==> src/rtl/stimer_cmp_pkg.sv <==
package stimer_cmp_pkg;

  typedef enum logic [1:0] {
    PRIV_USER = 2'b00,
    PRIV_SUP  = 2'b01,
    PRIV_RSV  = 2'b10,
    PRIV_MACH = 2'b11
  } priv_e;

  typedef enum logic [1:0] {
    ACC_OK   = 2'b00,
    ACC_ILL  = 2'b01,
    ACC_VILL = 2'b10
  } acc_res_e;

  localparam int unsigned NUM_CMP   = 2;
  localparam int unsigned HOST_IDX  = 0;
  localparam int unsigned GUEST_IDX = 1;

endpackage

==> src/rtl/stimer_access_check.sv <==
module stimer_access_check
  import stimer_cmp_pkg::*;
(
  input  logic [1:0] priv,
  input  logic       virt,
  input  logic       mach_en,
  input  logic       hyp_en,
  input  logic       hyp_tm,
  output acc_res_e   result,
  output logic       to_guest
);

  priv_e priv_dec;

  always_comb begin
    priv_dec = priv_e'(priv);
    result   = ACC_OK;
    to_guest = 1'b0;
    if (priv_dec == PRIV_MACH) begin
      result   = ACC_OK;
      to_guest = 1'b0;
    end else if (!mach_en) begin
      result = ACC_ILL;
    end else if (!virt) begin
      result = (priv_dec == PRIV_SUP) ? ACC_OK : ACC_ILL;
    end else if (priv_dec != PRIV_SUP) begin
      result = ACC_VILL;
    end else if (!hyp_en || !hyp_tm) begin
      result = ACC_VILL;
    end else begin
      result   = ACC_OK;
      to_guest = 1'b1;
    end
  end

endmodule

==> src/rtl/stimer_cmp_reg.sv <==
module stimer_cmp_reg #(
  parameter int unsigned      W         = 64,
  parameter logic [W-1:0]     RESET_VAL = '1
) (
  input  logic         clk,
  input  logic         rst_n,
  input  logic         wr_en,
  input  logic [W-1:0] wr_data,
  output logic [W-1:0] q
);

  logic [W-1:0] q_next;

  always_comb begin
    q_next = q;
    if (wr_en) q_next = wr_data;
  end

  always_ff @(posedge clk or negedge rst_n) begin
    if (!rst_n) q <= RESET_VAL;
    else        q <= q_next;
  end

  AST_WRITE_LANDS: assert property (@(posedge clk) disable iff (!rst_n)
    wr_en |=> (q == $past(wr_data)));
  AST_IDLE_HOLDS: assert property (@(posedge clk) disable iff (!rst_n)
    !wr_en |=> $stable(q));

endmodule

==> src/rtl/stimer_pend_gen.sv <==
module stimer_pend_gen #(
  parameter int unsigned W          = 64,
  parameter bit          USE_OFFSET = 1'b0
) (
  input  logic         clk,
  input  logic         rst_n,
  input  logic         enable,
  input  logic [W-1:0] time_in,
  input  logic [W-1:0] offset,
  input  logic [W-1:0] cmp,
  output logic         pend
);

  logic [W-1:0] eff_time;
  logic         pend_next;

  generate
    if (USE_OFFSET) begin : g_offset
      always_comb eff_time = time_in + offset;
    end else begin : g_plain
      logic unused_offset;
      always_comb begin
        eff_time      = time_in;
        unused_offset = ^offset;
      end
    end
  endgenerate

  always_comb pend_next = enable && (eff_time >= cmp);

  always_ff @(posedge clk or negedge rst_n) begin
    if (!rst_n) pend <= 1'b0;
    else        pend <= pend_next;
  end

  AST_PEND_SUPPRESSED: assert property (@(posedge clk) disable iff (!rst_n)
    !enable |=> !pend);
  AST_PEND_RISE_ENABLED: assert property (@(posedge clk) disable iff (!rst_n)
    $rose(pend) |-> $past(enable));

endmodule

==> src/rtl/stimer_cmp_top.sv <==
module stimer_cmp_top
  import stimer_cmp_pkg::*;
#(
  parameter int unsigned TW = 64
) (
  input  logic          clk,
  input  logic          rst_n,
  input  logic [TW-1:0] time_val,
  input  logic [TW-1:0] time_offset,
  input  logic          mach_cmp_en,
  input  logic          hyp_cmp_en,
  input  logic          hyp_time_en,
  input  logic          acc_valid,
  input  logic          acc_write,
  input  logic [1:0]    acc_priv,
  input  logic          acc_virt,
  input  logic [TW-1:0] acc_wdata,
  output logic [TW-1:0] acc_rdata,
  output logic          acc_illegal,
  output logic          acc_virt_illegal,
  output logic          host_tip,
  output logic          guest_tip
);

  localparam logic [TW-1:0] CMP_RESET = '1;

  logic [1:0]    rst_pipe_q;
  logic [1:0]    rst_pipe_next;
  logic          rst_int_n;
  acc_res_e      acc_res;
  logic          acc_to_guest;
  logic [TW-1:0] cmp_q   [NUM_CMP];
  logic          wr_sel  [NUM_CMP];
  logic          pend_en [NUM_CMP];
  logic          pend_q  [NUM_CMP];

  // reset: asserted asynchronously, released after two clock edges
  always_comb rst_pipe_next = {rst_pipe_q[0], 1'b1};

  always_ff @(posedge clk or negedge rst_n) begin
    if (!rst_n) rst_pipe_q <= 2'b00;
    else        rst_pipe_q <= rst_pipe_next;
  end

  always_comb rst_int_n = rst_pipe_q[1];

  stimer_access_check u_check (
    .priv     (acc_priv),
    .virt     (acc_virt),
    .mach_en  (mach_cmp_en),
    .hyp_en   (hyp_cmp_en),
    .hyp_tm   (hyp_time_en),
    .result   (acc_res),
    .to_guest (acc_to_guest)
  );

  always_comb begin
    pend_en[HOST_IDX]  = mach_cmp_en;
    pend_en[GUEST_IDX] = mach_cmp_en && hyp_cmp_en;
  end

  generate
    for (genvar g = 0; g < NUM_CMP; g++) begin : g_cmp
      always_comb wr_sel[g] = acc_valid && acc_write && (acc_res == ACC_OK) &&
                              (acc_to_guest == (g == GUEST_IDX));

      stimer_cmp_reg #(.W(TW), .RESET_VAL(CMP_RESET)) u_reg (
        .clk     (clk),
        .rst_n   (rst_int_n),
        .wr_en   (wr_sel[g]),
        .wr_data (acc_wdata),
        .q       (cmp_q[g])
      );

      stimer_pend_gen #(.W(TW), .USE_OFFSET(g == GUEST_IDX)) u_pend (
        .clk     (clk),
        .rst_n   (rst_int_n),
        .enable  (pend_en[g]),
        .time_in (time_val),
        .offset  (time_offset),
        .cmp     (cmp_q[g]),
        .pend    (pend_q[g])
      );
    end
  endgenerate

  always_comb begin
    acc_illegal      = acc_valid && (acc_res == ACC_ILL);
    acc_virt_illegal = acc_valid && (acc_res == ACC_VILL);
    acc_rdata        = '0;
    if (acc_valid && (acc_res == ACC_OK))
      acc_rdata = acc_to_guest ? cmp_q[GUEST_IDX] : cmp_q[HOST_IDX];
    host_tip  = pend_q[HOST_IDX];
    guest_tip = pend_q[GUEST_IDX];
  end

  AST_FAULT_NO_WRITE: assert property (@(posedge clk) disable iff (!rst_int_n)
    (acc_valid && acc_write && (acc_illegal || acc_virt_illegal)) |=>
      ($stable(cmp_q[HOST_IDX]) && $stable(cmp_q[GUEST_IDX])));
  AST_SINGLE_FAULT: assert property (@(posedge clk) disable iff (!rst_int_n)
    !(acc_illegal && acc_virt_illegal));
  AST_MACH_NO_FAULT: assert property (@(posedge clk) disable iff (!rst_int_n)
    (acc_valid && (acc_priv == 2'b11)) |-> (!acc_illegal && !acc_virt_illegal));
  AST_HOST_UNTOUCHED_BY_GUEST: assert property (@(posedge clk) disable iff (!rst_int_n)
    (acc_valid && acc_write && acc_virt && (acc_priv == 2'b01)) |=>
      $stable(cmp_q[HOST_IDX]));

endmodule

==> config.mk <==
export PLATFORM = sky130hd
export DESIGN_NAME = stimer_cmp_top
export DESIGN_NICKNAME = d
export VERILOG_FILES = /design/src/rtl/stimer_cmp_pkg.sv /design/src/rtl/stimer_access_check.sv /design/src/rtl/stimer_cmp_reg.sv /design/src/rtl/stimer_pend_gen.sv /design/src/rtl/stimer_cmp_top.sv
export SDC_FILE = /design/constraint.sdc
export NUM_CORES = 1
export LEC_CHECK = 0
export BUFFER_PORTS_ARGS = -buffer_cell sky130_fd_sc_hd__buf_2
export CORE_MARGIN = 2
export CORE_UTILIZATION = 29
export CTS_BUF_LIST = sky130_fd_sc_hd__clkbuf_8
export DETAILED_ROUTE_END_ITERATION = 10
export REMOVE_ABC_BUFFERS = 1
export SYNTH_ARGS = -nofsm -noshare
export SYNTH_HDL_FRONTEND = slang
export SYNTH_SLANG_ARGS = --single-unit
export TNS_END_PERCENT = 30
==> constraint.sdc <==
create_clock -name clk -period 3.9 [get_ports clk]
set_clock_uncertainty 0.2 [all_clocks]
set_input_delay 0.195 -clock clk [delete_from_list [all_inputs] [get_ports clk]]
set_output_delay 0.195 -clock clk [all_outputs]
set_load 0.01 [all_outputs]
==> results.sh, run 1 <==
export IMPL_grt_pass1_vias=12980
export IMPL_ys_flop_type="dfstp_2"
export IMPL_cts_buffers=17
export IMPL_drt_initial_drc_count=704
export IMPL_hold_violations=0
export IMPL_nets=2458
export IMPL_fin_area_mm2=0.01768
export IMPL_min_path_cells=5
export IMPL_ys_warn_count=0
export IMPL_die_w_um=213.1
export IMPL_yosysMostFrequentCell="nand2_1"
export IMPL_drtAntennaViolNets=0
export IMPL_slew_viol_final=0
export IMPL_die_area_mm2=0.04541
export IMPL_cts_tree="done"
export IMPL_antenna_found_initial=3
export IMPL_placed_area_mm2=0.01622
export IMPL_max_cap_viol_count=0
export IMPL_total_power_uw=5603
export IMPL_drc=0
export IMPL_power_density_mw_per_mm2=316.9
export IMPL_outcome="finished, final reports clean"
export IMPL_grtUsageTotal_pct=20.65
export IMPL_synth_edf_count=0
export IMPL_synth_seq_area_share_pct=27.31
export IMPL_grt_pass1_wl_mm=71.35
export IMPL_synthTopCellsByCount="nand2_1 (245), ha_1 (191), a21oi_1 (173)"
export IMPL_grt_max_degree=72
export IMPL_post_route_period_util_pct=99.60
export IMPL_die_y_um=213.1
export IMPL_dr_pass1_iters=5
export IMPL_setup_viol=0
export IMPL_arrival_ps=4080
export IMPL_clock_sink_count=132
export IMPL_worstHoldPathType="in2reg"
export IMPL_post_route_util_pct=41.05
export IMPL_critPathKind="in2reg"
export IMPL_clk_latency_ps=530
export IMPL_crit_required_ps=4090
export IMPL_seq_area_mm2=0.003467
export IMPL_crit_path_start_kind="input port"
export IMPL_overflow=0
export IMPL_syn_inst=1546
export IMPL_core_area_mm2=0.04308
export IMPL_timing_rr_start="g_cmp[1].u_reg.q[0]$_DFFE_PN1P_"
export IMPL_r2r_end="g_cmp[1].u_pend.pend$_DFF_PN0_"
export IMPL_synth_seq_cells=132
export IMPL_avgSynthCellArea_um2=8.202
export IMPL_clk_pin_slew_ps=100
export IMPL_ios=270
export IMPL_grt_setup_unrepaired="yes"
export IMPL_cts_root_buf="clkbuf_8"
export IMPL_fin_crit_ps=3885
export IMPL_reg2reg_slack_ps=930
export IMPL_rows=76
export IMPL_synth_top_area_share_pct=26.52
export IMPL_min_to="g_cmp[0].u_pend.pend$_DFF_PN0_"
export IMPL_yosysUniqueCellTypes=71
export IMPL_relSlewSlack_pct=33.06
export IMPL_p_leak_uw=0.009170
export IMPL_hpwl_mm=37.70
export IMPL_ys_async_sr_fraction_pct=100.0
export IMPL_gp_congestion=0.9143
export IMPL_netlist_area_mm2=0.01268
export IMPL_routed_wl_mm=47.10
export IMPL_yosys_top_cells_area="dfstp_2 (27%), ha_1 (19%), nand2_1 (7.3%), a21oi_1 (6.8%), mux2_2 (5.8%)"
export IMPL_hp_start="time_val[7]"
export IMPL_reg2reg_depth=12
export IMPL_layout_drive_gt1_share_pct=37.84
export IMPL_start_util_pct=29.44
export IMPL_crit_fanout=3
export IMPL_tightest_slew_ps=1004
export IMPL_fmax_mhz=257.4
export IMPL_vias=12990
export IMPL_area_delta_synth_final_pct=39.44
export IMPL_worst_ir_drop_vdd_mv=0.2074
export IMPL_fillers=4477
export IMPL_cts_htree_levels=4
export IMPL_end_kind="flip-flop"
export IMPL_multi_input_area_mm2=0.008686
export IMPL_cts_path_max_buffers=2
export IMPL_viasPerCell=4.871
export IMPL_whs_ps=98.03
export IMPL_io_buffer_count=269
export IMPL_wl_per_cell_um=17.67
export IMPL_synth_largest_area_cell="dfstp_2"
==> metrics by stage <==
stage | worst slack, ps | std cells | setup TNS (ps)
2_1_floorplan | -1330 | 1484 | -136010
3_3_place_gp | -821.3 | 2556 | -821.3
5_1_grt | -137.2 | 2664 | -137.2
4_1_cts | -5.415 | 2662 | -5.415
6_report | 15.42 | 2666 | 0
3_5_place_dp | -947.0 | 2556 | -947.0
==> area by class of cell <==
type | count | share of cell area (%)
multi-input cells | 1200 | 49.13
repair buffers | 561 | 21.31
flip-flops and latches | 132 | 19.61
well taps | 585 | 4.140
inverters | 152 | 3.227
clock buffers | 22 | 1.713
clock inverters | 10 | 0.8209
diodes | 4 | 0.05661
==> worst max-delay path by stage <==
stage,to,depth (start not counted),from
after global routing,g_cmp[1].u_pend.pend$_DFF_PN0_,26,time_val[0]
after detailed placement,g_cmp[1].u_pend.pend$_DFF_PN0_,27,time_val[0]
after global placement,g_cmp[1].u_pend.pend$_DFF_PN0_,27,time_val[0]
after floorplan,g_cmp[0].u_reg.q[0]$_DFFE_PN1P_,6,hyp_time_en
final,g_cmp[1].u_pend.pend$_DFF_PN0_,20,time_val[0]
after CTS,g_cmp[1].u_pend.pend$_DFF_PN0_,20,time_offset[6]
==> state kept, by name, indices dropped and copies added, names as in the netlist <==
name               flops
g_cmp.u_reg.q        128
g_cmp.u_pend.pend      2
rst_pipe_q             2
==> worst max-delay path: stages <==
cell and delay, ps:
buf_4 100, ha_4 140, inv_1 60, fa_2 380, nand2b_4 160, a21oi_4 160, o211ai_1 130, a21oi_1 180
nor2_2 70, buf_4 140, o31ai_2 220, buf_4 150, xor2_1 160, ha_1 270, and3_1 210, a2111o_1 440
a221oi_2 290, o21ai_2 110, a221oi_2 370, o41ai_2 130
==> placed cells by master (no fill, tap or decap), types with 51 or more instances in the layout <==
cell           instances
mux2_2                65
a21o_1                81
o21ai_0              103
nor2_1                51
ha_1                 181
buf_4                222
dlygate4sd3_1         68
dfstp_2              128
buf_2                265
inv_1                152
a21oi_1              167
nand2_1              245
==> kinds of logic (layout without fill, tap and decap cells) <==
kind of cell / count (synthesis) / count (layout) / share of synthesized area (%)
AO/OA/AOI/OAI: 456 / 456 / 22.21
XOR/XNOR: 60 / 60 / 4.145
adder cells (fa/ha/maj): 192 / 192 / 19.01
buffers and inverters: 214 / 745 / 6.394
flip-flops: 132 / 132 / 27.31
multiplexers: 65 / 65 / 5.773
other: 1 / 5 / 0.02957
AND/OR/NAND/NOR: 426 / 426 / 15.13
==> power by group <==
part           internal (uW)  switching [uW]
clock network            719             647
logic                   1160            1210
registers               1710             153
total                   3600            2010
==> per-layer routing <==
| metal | track usage, % | part of all wire (%) |
|---|---|---|
| met4 | 7.114 | 2.3 |
| met1 | 26.99 | 46 |
| met5 | 0 | 0 |
| met2 | 34.10 | 46 |
| met3 | 3.765 | 4.9 |
==> timing repair <==
| item | 4_1_cts | 5_1_grt |
|---|---|---|
| hold endpoints to repair | 132 | 0 |
| pin swaps | 24 | 18 |
| hold buffers | 68 | 0 |
| endpoints found under the setup margin | 1 | 1 |
| resized for setup | 34 | 25 |
| buffers inserted | 7 | 1 |
Note: power is estimated with default switching activity, not from simulation.
==> run 2: changes to the inputs <==
CORE_ASPECT_RATIO = 1.1   (was not set)
==> run 2 against run 1 <==
  * The run now ends with setup timing left
  * Final cell count is 0.68% lower
  * Clock power up 11%
  * Power is 1.9% higher
  * Fmax decreased by 1.8%
  * Non-clock buffer count down 4
  * Sequential cell count unchanged
  * Combinational power fell by 2%
  * Register-to-register slack barely moved
  * First-iteration DRC count decreased by 3.6%
  * Critical path type unchanged
==> results.sh, run 2 (synthesis gave the netlist of run 1 again) <==
export IMPL_grt_max_degree=71
export IMPL_die_w_um=203.4
export IMPL_clk_latency_ps=520
export IMPL_fmax_mhz=252.9
export IMPL_clock_sink_count=132
export IMPL_drtAntennaViolNets=0
export IMPL_timing_rr_start="g_cmp[0].u_reg.q[57]$_DFFE_PN1P_"
export IMPL_cts_htree_levels=4
export IMPL_final_common_cell="buf_2"
export IMPL_nets=2454
export IMPL_start_util_pct=29.32
export IMPL_vias=13000
export IMPL_antenna_found_initial=2
export IMPL_cts_root_buf="clkbuf_8"
export IMPL_dr_pass1_iters=5
export IMPL_largest_reg_flops=128
export IMPL_cp_slowest_cell="nor4_1"
export IMPL_core_area_mm2=0.04324
export IMPL_viasPerCell=4.909
export IMPL_p_leak_uw=0.009131
export IMPL_fillers=4470
export IMPL_io_buffer_count=269
export IMPL_final_cells=2648
export IMPL_crit_fanout=4
export IMPL_fin_crit_ps=3954
export IMPL_rows=80
export IMPL_worstHoldPathType="reg2reg"
export IMPL_regMostFlops="g_cmp.u_reg.q"
export IMPL_area_delta_synth_final_pct=38.00
export IMPL_placed_area_mm2=0.01609
export IMPL_hold_violations=0
export IMPL_violations="setup timing"
export IMPL_end_kind="flip-flop"
export IMPL_cp_top_family="compound AO/OA/AOI/OAI gates"
export IMPL_grt_setup_unrepaired="yes"
export IMPL_worst_ir_drop_vdd_mv=0.2186
export IMPL_cp_num_buf_inv=2
export IMPL_min_to="rst_pipe_q[1]$_DFF_PN0_"
export IMPL_critPathKind="in2reg"
export IMPL_overflow=0
export IMPL_clk_pin_slew_ps=90
export IMPL_tightest_slew_ps=979.5
export IMPL_post_route_period_util_pct=101.4
export IMPL_gp_congestion=0.8742
export IMPL_layout_common_cells="buf_2 (268), nand2_1 (245), buf_4 (220), ha_1 (186), a21oi_1 (170)"
export IMPL_place_ws_ps=-926.5
export IMPL_finalSetupTns_ps=-54.16
export IMPL_crit_required_ps=4110
export IMPL_max_cap_viol_count=0
export IMPL_min_path_cells=0
export IMPL_drc=0
export IMPL_power_density_mw_per_mm2=326.3
export IMPL_die_area_mm2=0.04541
export IMPL_reg2reg_slack_ps=940
export IMPL_r2r_end="g_cmp[0].u_pend.pend$_DFF_PN0_"
export IMPL_p_sw_uw=1993
export IMPL_pwr_share_seq_pct=32.7
export IMPL_outcome="finished with violations"
export IMPL_grtUsageTotal_pct=20.91
export IMPL_hp_start="rst_pipe_q[0]$_DFF_PN0_"
export IMPL_swShare_pct=34.90
export IMPL_ios=270
export IMPL_cts_path_max_buffers=2
export IMPL_finalWorstSetupSlack_ps=-54.16
export IMPL_hpwl_mm=36.47
export IMPL_drt_initial_drc_count=679
export IMPL_cts_buffers=17
export IMPL_intPower_uw=3717
export IMPL_relSlewSlack_pct=34.70
export IMPL_crit_path_start_kind="input port"
export IMPL_setup_viol=1
export IMPL_whs_ps=162.6
export IMPL_p_clk_share_pct=26.5
export IMPL_slew_viol_final=0
export IMPL_grt_pass1_vias=13430
export IMPL_arrival_ps=4160
export IMPL_grt_pass1_wl_mm=72.97
export IMPL_wl_per_cell_um=17.70
export IMPL_routed_wl_mm=46.86
export IMPL_slowest_delay_ps=460
export IMPL_layout_drive_gt1_share_pct=36.71
export IMPL_cts_tree="done"
export IMPL_largestRegisters="g_cmp.u_reg.q x128, g_cmp.u_pend.pend x2, rst_pipe_q x2"
export IMPL_reg2reg_depth=12
export IMPL_power_frac_comb_pct=40.8
export IMPL_placedCellCount=2533
export IMPL_cp_cell_sequence="buf_2 -> ha_1 -> nand4_1 -> nor4_1 -> buf_4 -> o2111ai_1 -> nand3_1 -> o21ai_2 -> a21boi_2 -> o21ai_1 -> o221a_2 -> xnor2_1 -> ha_1 -> a21o_1 -> a21o_1 -> a21oi_2 -> o21ai_2 -> nand3_2 -> o2111ai_2 -> a221oi_2 -> o41ai_1"
export IMPL_fin_area_mm2=0.01750
export IMPL_die_y_um=223.3
==> run 2: changes by cell type in the layout (fill, tap and decap cells not counted), moves of 4 or more <==
cell     delta
ha_1        +5
ha_2        -4
o21ai_0     +4
o21ai_1     -4
==> run 2: power by group through the flow <==
stage | logic, uW | clock network (uW) | registers, uW
3_3_place_gp | 2180 | 0 | 1870
4_1_cts | 2330 | 1570 | 1870
6_report | 2330 | 1520 | 1870
5_1_grt | 2620 | 1620 | 1900
2_1_floorplan | 1370 | 0 | 1850
3_5_place_dp | 2220 | 0 | 1890
==> run 2: final cells by class <==
cell class / count / area (um^2) / area share (%)
inverter: 152 / 570.5 / 3.261
tap: 574 / 718.2 / 4.104
clock inverter: 13 / 229.0 / 1.309
clock buffer: 19 / 261.5 / 1.494
multi-input combinational: 1200 / 8556 / 48.90
antenna: 1 / 2.502 / 0.01430
sequential: 132 / 3467 / 19.81
timing repair buffer: 557 / 3694 / 21.11
==> run 2: what timing repair did <==
action	4_1_cts	5_1_grt
hold buffers	68	0
setup endpoints to repair	1	1
pin swaps	22	11
resized for setup	17	9
hold endpoints to repair	131	0
cloned	0	0
buffers inserted	12	2
==> run 2: stage by stage <==
step / util (%) / power, uW
after floorplan: - / 3214
after global placement: 37.21 / 4057
after detailed placement: 37.21 / 4108
after CTS: 40.35 / 5767
after global routing: 40.46 / 6138
final: 40.47 / 5710
==> run 2: how the worst max path moves through the flow <==
| stage | from | to | slack, ps | cells after the start |
|---|---|---|---|---|
| floorplan | hyp_time_en | g_cmp[0].u_reg.q[0]$_DFFE_PN1P_ | -1330 | 6 |
| global placement | time_val[0] | g_cmp[1].u_pend.pend$_DFF_PN0_ | -840 | 26 |
| detailed placement | time_val[1] | g_cmp[1].u_pend.pend$_DFF_PN0_ | -930 | 21 |
| CTS | time_offset[6] | g_cmp[1].u_pend.pend$_DFF_PN0_ | 0.6 | 20 |
| global route | time_val[0] | g_cmp[1].u_pend.pend$_DFF_PN0_ | -180 | 22 |
| finish | time_val[20] | g_cmp[1].u_pend.pend$_DFF_PN0_ | -50 | 21 |
==> run 2: routing by layer <==
metal	GRT usage [%]	routed length, um	part of all wire, %
met1	27.41	21610	46
met2	35.13	22200	47
met3	3.024	2018	4.3
met4	6.899	1028	2.2
met5	0	7	0.015
